===== config.mk =====
export PLATFORM = sky130hd
export DESIGN_NAME = dispatch_steer
export DESIGN_NICKNAME = d
export VERILOG_FILES = /design/src/rtl/dsp_pkg.sv /design/src/rtl/dsp_classify.sv /design/src/rtl/dsp_walk.sv /design/src/rtl/dsp_counters.sv /design/src/rtl/dispatch_steer.sv
export SDC_FILE = /design/constraint.sdc
export NUM_CORES = 1
export LEC_CHECK = 0
export BUFFER_PORTS_ARGS = -buffer_cell sky130_fd_sc_hd__buf_4
export CAP_MARGIN = 20
export CORE_UTILIZATION = 48
export DETAILED_ROUTE_END_ITERATION = 8
export PLACE_DENSITY = 0.88
export SLEW_MARGIN = 20
export SYNTH_ARGS = -nofsm -noshare
export SYNTH_HDL_FRONTEND = slang
export SYNTH_SLANG_ARGS = --single-unit
export TNS_END_PERCENT = 30

===== constraint.sdc =====
create_clock -name clk -period 5.99 [get_ports clk]
set_clock_uncertainty 0.15 [all_clocks]
set_input_delay 0.599 -clock clk [delete_from_list [all_inputs] [get_ports clk]]
set_output_delay 0.599 -clock clk [all_outputs]
set_load 0.005 [all_outputs]

===== src/rtl/dsp_pkg.sv =====
package dsp_pkg;

  typedef enum logic [2:0] {
    K_SKIP, K_LOAD, K_STORE, K_NSPEC, K_NOP, K_PLAIN
  } kind_e;

  localparam int NCNT     = 6;
  localparam int C_DISP   = 0;
  localparam int C_SQUASH = 1;
  localparam int C_LOAD   = 2;
  localparam int C_STORE  = 3;
  localparam int C_NSPEC  = 4;
  localparam int C_IQFULL = 5;

  // Static part of the priority order; the free-count check sits between
  // squash and load and is applied by the walker.
  function automatic kind_e kind_of(logic sq, logic ld, logic st,
                                    logic ns, logic np);
    if (sq)      return K_SKIP;
    else if (ld) return K_LOAD;
    else if (st) return K_STORE;
    else if (ns) return K_NSPEC;
    else if (np) return K_NOP;
    else         return K_PLAIN;
  endfunction

  function automatic logic needs_entry(kind_e k);
    return !(k == K_SKIP || k == K_NOP);
  endfunction

endpackage


===== src/rtl/dsp_classify.sv =====
module dsp_classify
  import dsp_pkg::*;
#(
  parameter int N_SLOTS = 4
) (
  input  logic [N_SLOTS-1:0] f_squash,
  input  logic [N_SLOTS-1:0] f_load,
  input  logic [N_SLOTS-1:0] f_store,
  input  logic [N_SLOTS-1:0] f_nspec,
  input  logic [N_SLOTS-1:0] f_nop,
  output kind_e              kind [N_SLOTS]
);
  for (genvar g = 0; g < N_SLOTS; g++) begin : g_slot
    assign kind[g] = kind_of(f_squash[g], f_load[g], f_store[g],
                             f_nspec[g], f_nop[g]);
  end
endmodule


===== src/rtl/dsp_walk.sv =====
module dsp_walk
  import dsp_pkg::*;
#(
  parameter int N_SLOTS = 4,
  parameter int FREE_W  = 5,
  parameter int SZ_W    = 3
) (
  input  logic               clk,
  input  logic               rst_n,
  input  kind_e              kind [N_SLOTS],
  input  logic [SZ_W-1:0]    grp_size,
  input  logic [FREE_W-1:0]  iq_free,
  output logic [N_SLOTS-1:0] iq_ins,
  output logic [N_SLOTS-1:0] ldq_ins,
  output logic [N_SLOTS-1:0] stq_ins,
  output logic [N_SLOTS-1:0] nsp_ins,
  output logic [N_SLOTS-1:0] tail_adv,
  output logic [N_SLOTS-1:0] exec_mark,
  output logic [N_SLOTS-1:0] commit_mark,
  output logic [N_SLOTS-1:0] accepted,
  output logic [N_SLOTS-1:0] skip_drop,
  output logic               block_req
);
  logic [FREE_W-1:0] left;
  logic              halted;

  always_comb begin
    left        = iq_free;
    halted      = 1'b0;
    iq_ins      = '0;
    ldq_ins     = '0;
    stq_ins     = '0;
    nsp_ins     = '0;
    tail_adv    = '0;
    exec_mark   = '0;
    commit_mark = '0;
    accepted    = '0;
    skip_drop   = '0;
    block_req   = 1'b0;
    for (int i = 0; i < N_SLOTS; i++) begin
      if (i < int'(grp_size) && !halted) begin
        if (kind[i] == K_SKIP) begin
          accepted[i]  = 1'b1;
          skip_drop[i] = 1'b1;
        end else if (left == '0) begin
          halted    = 1'b1;
          block_req = 1'b1;
        end else begin
          accepted[i] = 1'b1;
          unique case (kind[i])
            K_LOAD:  begin ldq_ins[i] = 1'b1; iq_ins[i] = 1'b1; end
            K_STORE: begin stq_ins[i] = 1'b1; iq_ins[i] = 1'b1; end
            K_NSPEC: begin nsp_ins[i] = 1'b1; commit_mark[i] = 1'b1; end
            K_NOP:   begin
              tail_adv[i]    = 1'b1;
              exec_mark[i]   = 1'b1;
              commit_mark[i] = 1'b1;
            end
            default: iq_ins[i] = 1'b1;
          endcase
          if (needs_entry(kind[i])) left = left - 1'b1;
        end
      end
    end
  end

  assert_nspec_excl_R6: assert property (@(posedge clk) disable iff (!rst_n)
    (nsp_ins & iq_ins) == '0);
  assert_ldst_in_iq_R4: assert property (@(posedge clk) disable iff (!rst_n)
    ((ldq_ins | stq_ins) & ~iq_ins) == '0);
  assert_no_overrun_R9: assert property (@(posedge clk) disable iff (!rst_n)
    $countones(iq_ins | nsp_ins) <= int'(iq_free));
  assert_prefix_R3: assert property (@(posedge clk) disable iff (!rst_n)
    (accepted & (accepted + 1'b1)) == '0);
  assert_nop_no_entry_R7: assert property (@(posedge clk) disable iff (!rst_n)
    (tail_adv & (iq_ins | nsp_ins)) == '0);
  assert_size_bound_R1: assert property (@(posedge clk) disable iff (!rst_n)
    $countones(accepted) <= int'(grp_size));
endmodule


===== src/rtl/dsp_counters.sv =====
module dsp_counters
  import dsp_pkg::*;
#(
  parameter int N_SLOTS = 4,
  parameter int CNT_W   = 16
) (
  input  logic                       clk,
  input  logic                       rst_n,
  input  logic [N_SLOTS-1:0]         iq_ins,
  input  logic [N_SLOTS-1:0]         ldq_ins,
  input  logic [N_SLOTS-1:0]         stq_ins,
  input  logic [N_SLOTS-1:0]         nsp_ins,
  input  logic [N_SLOTS-1:0]         skip_drop,
  input  logic                       block_req,
  output logic [NCNT-1:0][CNT_W-1:0] cnt
);
  logic [NCNT-1:0][CNT_W-1:0] inc;

  always_comb begin
    inc           = '0;
    inc[C_DISP]   = CNT_W'($countones(iq_ins));
    inc[C_SQUASH] = CNT_W'($countones(skip_drop));
    inc[C_LOAD]   = CNT_W'($countones(ldq_ins));
    inc[C_STORE]  = CNT_W'($countones(stq_ins));
    inc[C_NSPEC]  = CNT_W'($countones(nsp_ins));
    inc[C_IQFULL] = CNT_W'(block_req);
  end

  for (genvar g = 0; g < NCNT; g++) begin : g_cnt
    always_ff @(posedge clk) begin
      if (!rst_n) cnt[g] <= '0;
      else        cnt[g] <= cnt[g] + inc[g];
    end
  end

  assert_iqfull_step_R3: assert property (@(posedge clk) disable iff (!rst_n)
    block_req |=> cnt[C_IQFULL] == CNT_W'($past(cnt[C_IQFULL]) + 1'b1));
  assert_disp_step_R10: assert property (@(posedge clk) disable iff (!rst_n)
    iq_ins == '0 |=> $stable(cnt[C_DISP]));
endmodule


===== src/rtl/dispatch_steer.sv =====
module dispatch_steer
  import dsp_pkg::*;
#(
  parameter int N_SLOTS = 4,
  parameter int FREE_W  = 5,
  parameter int CNT_W   = 16
) (
  input  logic                          clk,
  input  logic                          rst_n,
  input  logic [$clog2(N_SLOTS+1)-1:0]  grp_size,
  input  logic [FREE_W-1:0]             iq_free,
  input  logic [N_SLOTS-1:0]            f_squash,
  input  logic [N_SLOTS-1:0]            f_load,
  input  logic [N_SLOTS-1:0]            f_store,
  input  logic [N_SLOTS-1:0]            f_nspec,
  input  logic [N_SLOTS-1:0]            f_nop,
  output logic [N_SLOTS-1:0]            iq_ins,
  output logic [N_SLOTS-1:0]            ldq_ins,
  output logic [N_SLOTS-1:0]            stq_ins,
  output logic [N_SLOTS-1:0]            nsp_ins,
  output logic [N_SLOTS-1:0]            tail_adv,
  output logic [N_SLOTS-1:0]            exec_mark,
  output logic [N_SLOTS-1:0]            commit_mark,
  output logic [N_SLOTS-1:0]            accepted,
  output logic                          block_req,
  output logic [CNT_W-1:0]              cnt_disp,
  output logic [CNT_W-1:0]              cnt_squash,
  output logic [CNT_W-1:0]              cnt_load,
  output logic [CNT_W-1:0]              cnt_store,
  output logic [CNT_W-1:0]              cnt_nspec,
  output logic [CNT_W-1:0]              cnt_iqfull
);
  localparam int SZ_W = $clog2(N_SLOTS + 1);

  kind_e                      kind [N_SLOTS];
  logic [N_SLOTS-1:0]         skip_drop;
  logic [NCNT-1:0][CNT_W-1:0] cnt;

  dsp_classify #(.N_SLOTS(N_SLOTS)) u_cls (
    .f_squash(f_squash), .f_load(f_load), .f_store(f_store),
    .f_nspec(f_nspec), .f_nop(f_nop), .kind(kind)
  );

  dsp_walk #(.N_SLOTS(N_SLOTS), .FREE_W(FREE_W), .SZ_W(SZ_W)) u_walk (
    .clk(clk), .rst_n(rst_n), .kind(kind), .grp_size(grp_size),
    .iq_free(iq_free), .iq_ins(iq_ins), .ldq_ins(ldq_ins),
    .stq_ins(stq_ins), .nsp_ins(nsp_ins), .tail_adv(tail_adv),
    .exec_mark(exec_mark), .commit_mark(commit_mark),
    .accepted(accepted), .skip_drop(skip_drop), .block_req(block_req)
  );

  dsp_counters #(.N_SLOTS(N_SLOTS), .CNT_W(CNT_W)) u_cnt (
    .clk(clk), .rst_n(rst_n), .iq_ins(iq_ins), .ldq_ins(ldq_ins),
    .stq_ins(stq_ins), .nsp_ins(nsp_ins), .skip_drop(skip_drop),
    .block_req(block_req), .cnt(cnt)
  );

  assign cnt_disp   = cnt[C_DISP];
  assign cnt_squash = cnt[C_SQUASH];
  assign cnt_load   = cnt[C_LOAD];
  assign cnt_store  = cnt[C_STORE];
  assign cnt_nspec  = cnt[C_NSPEC];
  assign cnt_iqfull = cnt[C_IQFULL];

  assert_skip_silent_R2: assert property (@(posedge clk) disable iff (!rst_n)
    ((f_squash & accepted) & (iq_ins | nsp_ins | tail_adv | commit_mark)) == '0);
endmodule


==> impl_metrics.csv <==
group,metric,value,unit
sta,setup_tns,0,ns
cells_and_area,reg.largest.list,"u_cnt.cnt: 96 flops",
run_status,status,"finished with violations",
sta,whs,0.351,ns
setup_path,startpoint_type,"input pin",
cells_and_area,syn2layout_area_growth,38.6,%
cells_and_area,diodes,0,
logic_synthesis,synth.ff_latch_count,96,
floorplan,io_pins,159,
sta,slew_violations,0,
setup_path,end_kind,"flop",
logic_synthesis,postSynth.topFlopCell,"dfxtp_1",
clock_network,htreeDepth,3,
pwr,ir_worst_vdd,0.156,mV
clock_network,clk_pin_slew_worst_paths,0.07,ns
logic_synthesis,syn-num-nets,729,
cells_and_area,largest_register_ff_count,96,
sta,fmax,168,MHz
cells_and_area,drive_above_1_share,33.2,%
cells_and_area,top_register,"u_cnt.cnt",
min_path,min-delay-path-class,"reg2reg",
cells_and_area,fin_nets,931,
global_routing,grt_pass1_wl,23.5,mm
logic_synthesis,yosysSeqAreaShare,33.2,%
setup_path,critPathMaxStageDelay,0.38,ns
sta,fin_crit,5.97,ns
route,routedWlPerCell,14.7,um
global_routing,antenna_found_initial,0,
pwr,power,0.00164,W
floorplan,start_util,50.1,%
logic_synthesis,async_reset_ff_share,0,%
run,max-cap-violations,0,
logic_synthesis,syn_area,5790,sq um
route,antenna_left,0,
global_routing,track_usage,23.3,%
run_status,violations,"DRC",
route,detail_route.vias_per_cell,5.21,
pwr,p_per_area,205,nW/um^2
logic_synthesis,ys_types,62,
setup_path,worst-path-buf-inv,6,
logic_synthesis,ys_warn_count,0,
floorplan,core.rowCount,39,
sta,slew_headroom,50.1,%
route,dr.pass1.iters,6,
sta,finalHoldViolations,0,
setup_path,critPathArrivalTime,6.10,ns
sta,fin_crit_sh,99.6,%
clock_network,cts_buffers,9,
route,drc_errors,12,
setup_path,cp_top_family,"adder cells",
logic_synthesis,synth-edff-count,0,
sta,rsz0062_at_grt,"yes",
route,first_iter_violations,286,
setup_path,worstSetupPathType,"in2reg",
global_routing,grt_max_degree,97,
cells_and_area,seqCellArea,1920,sq um
setup_path,crit_path_top_delay_cell,"nor4_4",
sta,worst_slew_pin_slew,0.748,ns
clock_network,clockBufferDepth,2,
cells_and_area,multiInputGateArea,3760,sq um
clock_network,clk_latency,0.35,ns
pwr,power_leakage,3.67,nW
floorplan,die_area,12500,sq um
placed_design,portBuffers,158,
clock_network,cts_tree,"built",
global_routing,grt_pass1_vias,4978,
cells_and_area,fillers,924,
route,via_count,5232,
logic_synthesis,avgSynthCellArea,8.81,sq um
setup_path,cp_common_cell,"inv_1",
setup_path,required,6.12,ns
global_routing,grt_remaining_overflow,0,
logic_synthesis,synthCells,657,
clock_network,ctsRootBufferMaster,"clkbuf_16",
sta,setup_slack,0.0227,ns
placed_design,pre_cts_ws,-0.510,ns
placed_design,finalWeightedCongestion,0.937,
sta,final-setup-viol-count,0,
floorplan,core-area,11600,sq um
setup_path,cp_max_fo,5,
floorplan,die_w,112,um
clock_network,cts.sink_count,96,
floorplan,die_h,112,um
route,drt_wl_total,14.8,mm
placed_design,hpwlAfterDp,11.0,mm
what timing repair did:
| action | 4_1_cts | 5_1_grt |
|---|---|---|
| hold buffers | 0 | 0 |
| endpoints found under the setup margin | 9 | 43 |
| buffers inserted | 1 | 6 |
| resized for setup | 1 | 32 |
| pin swaps | 1 | 13 |
synthesized netlist by cell type (18+ instances only):
cell | number | area (sq um)
clkbuf_1 | 19 | 71.3
inv_1 | 61 | 229
dfxtp_1 | 96 | 1920
a21boi_0 | 20 | 150
and3_1 | 18 | 113
nand2_1 | 39 | 146
ha_1 | 27 | 338
nor2_1 | 23 | 86.3
o21ai_0 | 25 | 125
nand3_1 | 45 | 225
or3_1 | 24 | 150
xnor2_1 | 49 | 429
and2_1 | 77 | 482
placed cells by master, fill, tap and decap left out, types with 18 or more instances in the layout:
cell type / n
and2_1: 77
and3_1: 18
buf_4: 215
dfxtp_1: 96
ha_1: 19
inv_1: 59
nand2_1: 37
nand3_1: 45
nor2_1: 20
o21ai_0: 24
or3_1: 23
xnor2_1: 47
where the power goes:
part           leakage (nW)  switching (W)  internal, W
sequential            0.775      0.0000215     0.000663
combinational          2.74       0.000165     0.000169
clock                 0.153       0.000248     0.000376
total                  3.67       0.000435      0.00121
worst min-delay path, stage by stage (launching register included):
cell and delay [ns]:
dfxtp_1 0.32, o21ai_0 0.08, a21boi_1 0.06
layout make-up:
class / count / share of cell area (%)
Clock buffer: 10 / 2.98
Sequential cell: 96 / 23.9
Multi-Input combinational cell: 476 / 46.9
Inverter: 61 / 2.85
Tap cell: 143 / 2.23
Clock inverter: 4 / 0.982
Timing Repair Buffer: 215 / 20.1
stage by stage:
step / util (%) / instances / area [sq um]
global route: 69.4 / 1005 / 8030
finish: 69.4 / 1005 / 8030
floorplan: - / 657 / 5880
global placement: 65.2 / 987 / 7540
detailed placement: 65.2 / 987 / 7540
CTS: 68.1 / 1002 / 7870
path summary, 6_finish.rpt:
| kind | depth (start not counted) | slack (ns) | to | start |
|---|---|---|---|---|
| min | 2 | 0.35 | u_cnt.cnt[79] | u_cnt.cnt[79] |
| max | 30 | 0.02 | u_cnt.cnt[79] | iq_free[1] |
| min reg2reg | 2 | 0.35 | u_cnt.cnt[79] | u_cnt.cnt[79] |
| max reg2reg | 10 | 3.54 | u_cnt.cnt[79] | u_cnt.cnt[65] |
logic make-up (layout without fill, tap and decap cells):
group | count (synthesis) | count (layout) | synth area share [%]
compound gates | 78 | 78 | 9.75
flops | 96 | 96 | 33.2
fa+ha+maj | 42 | 42 | 11.0
mux | 8 | 8 | 1.73
xor+xnor | 59 | 59 | 8.92
simple gates | 289 | 289 | 29.6
buf+inv | 85 | 290 | 5.77
per-layer routing:
metal / wire (um) / up-vias / track usage (%)
met2: 7070 / 156 / 39.4
met1: 6480 / 2428 / 28.9
li1: - / 2618 / -
met5: 0 / - / 0
met4: 288 / 0 / 7.30
met3: 967 / 30 / 5.88
Power figures use the tool's default switching activity.
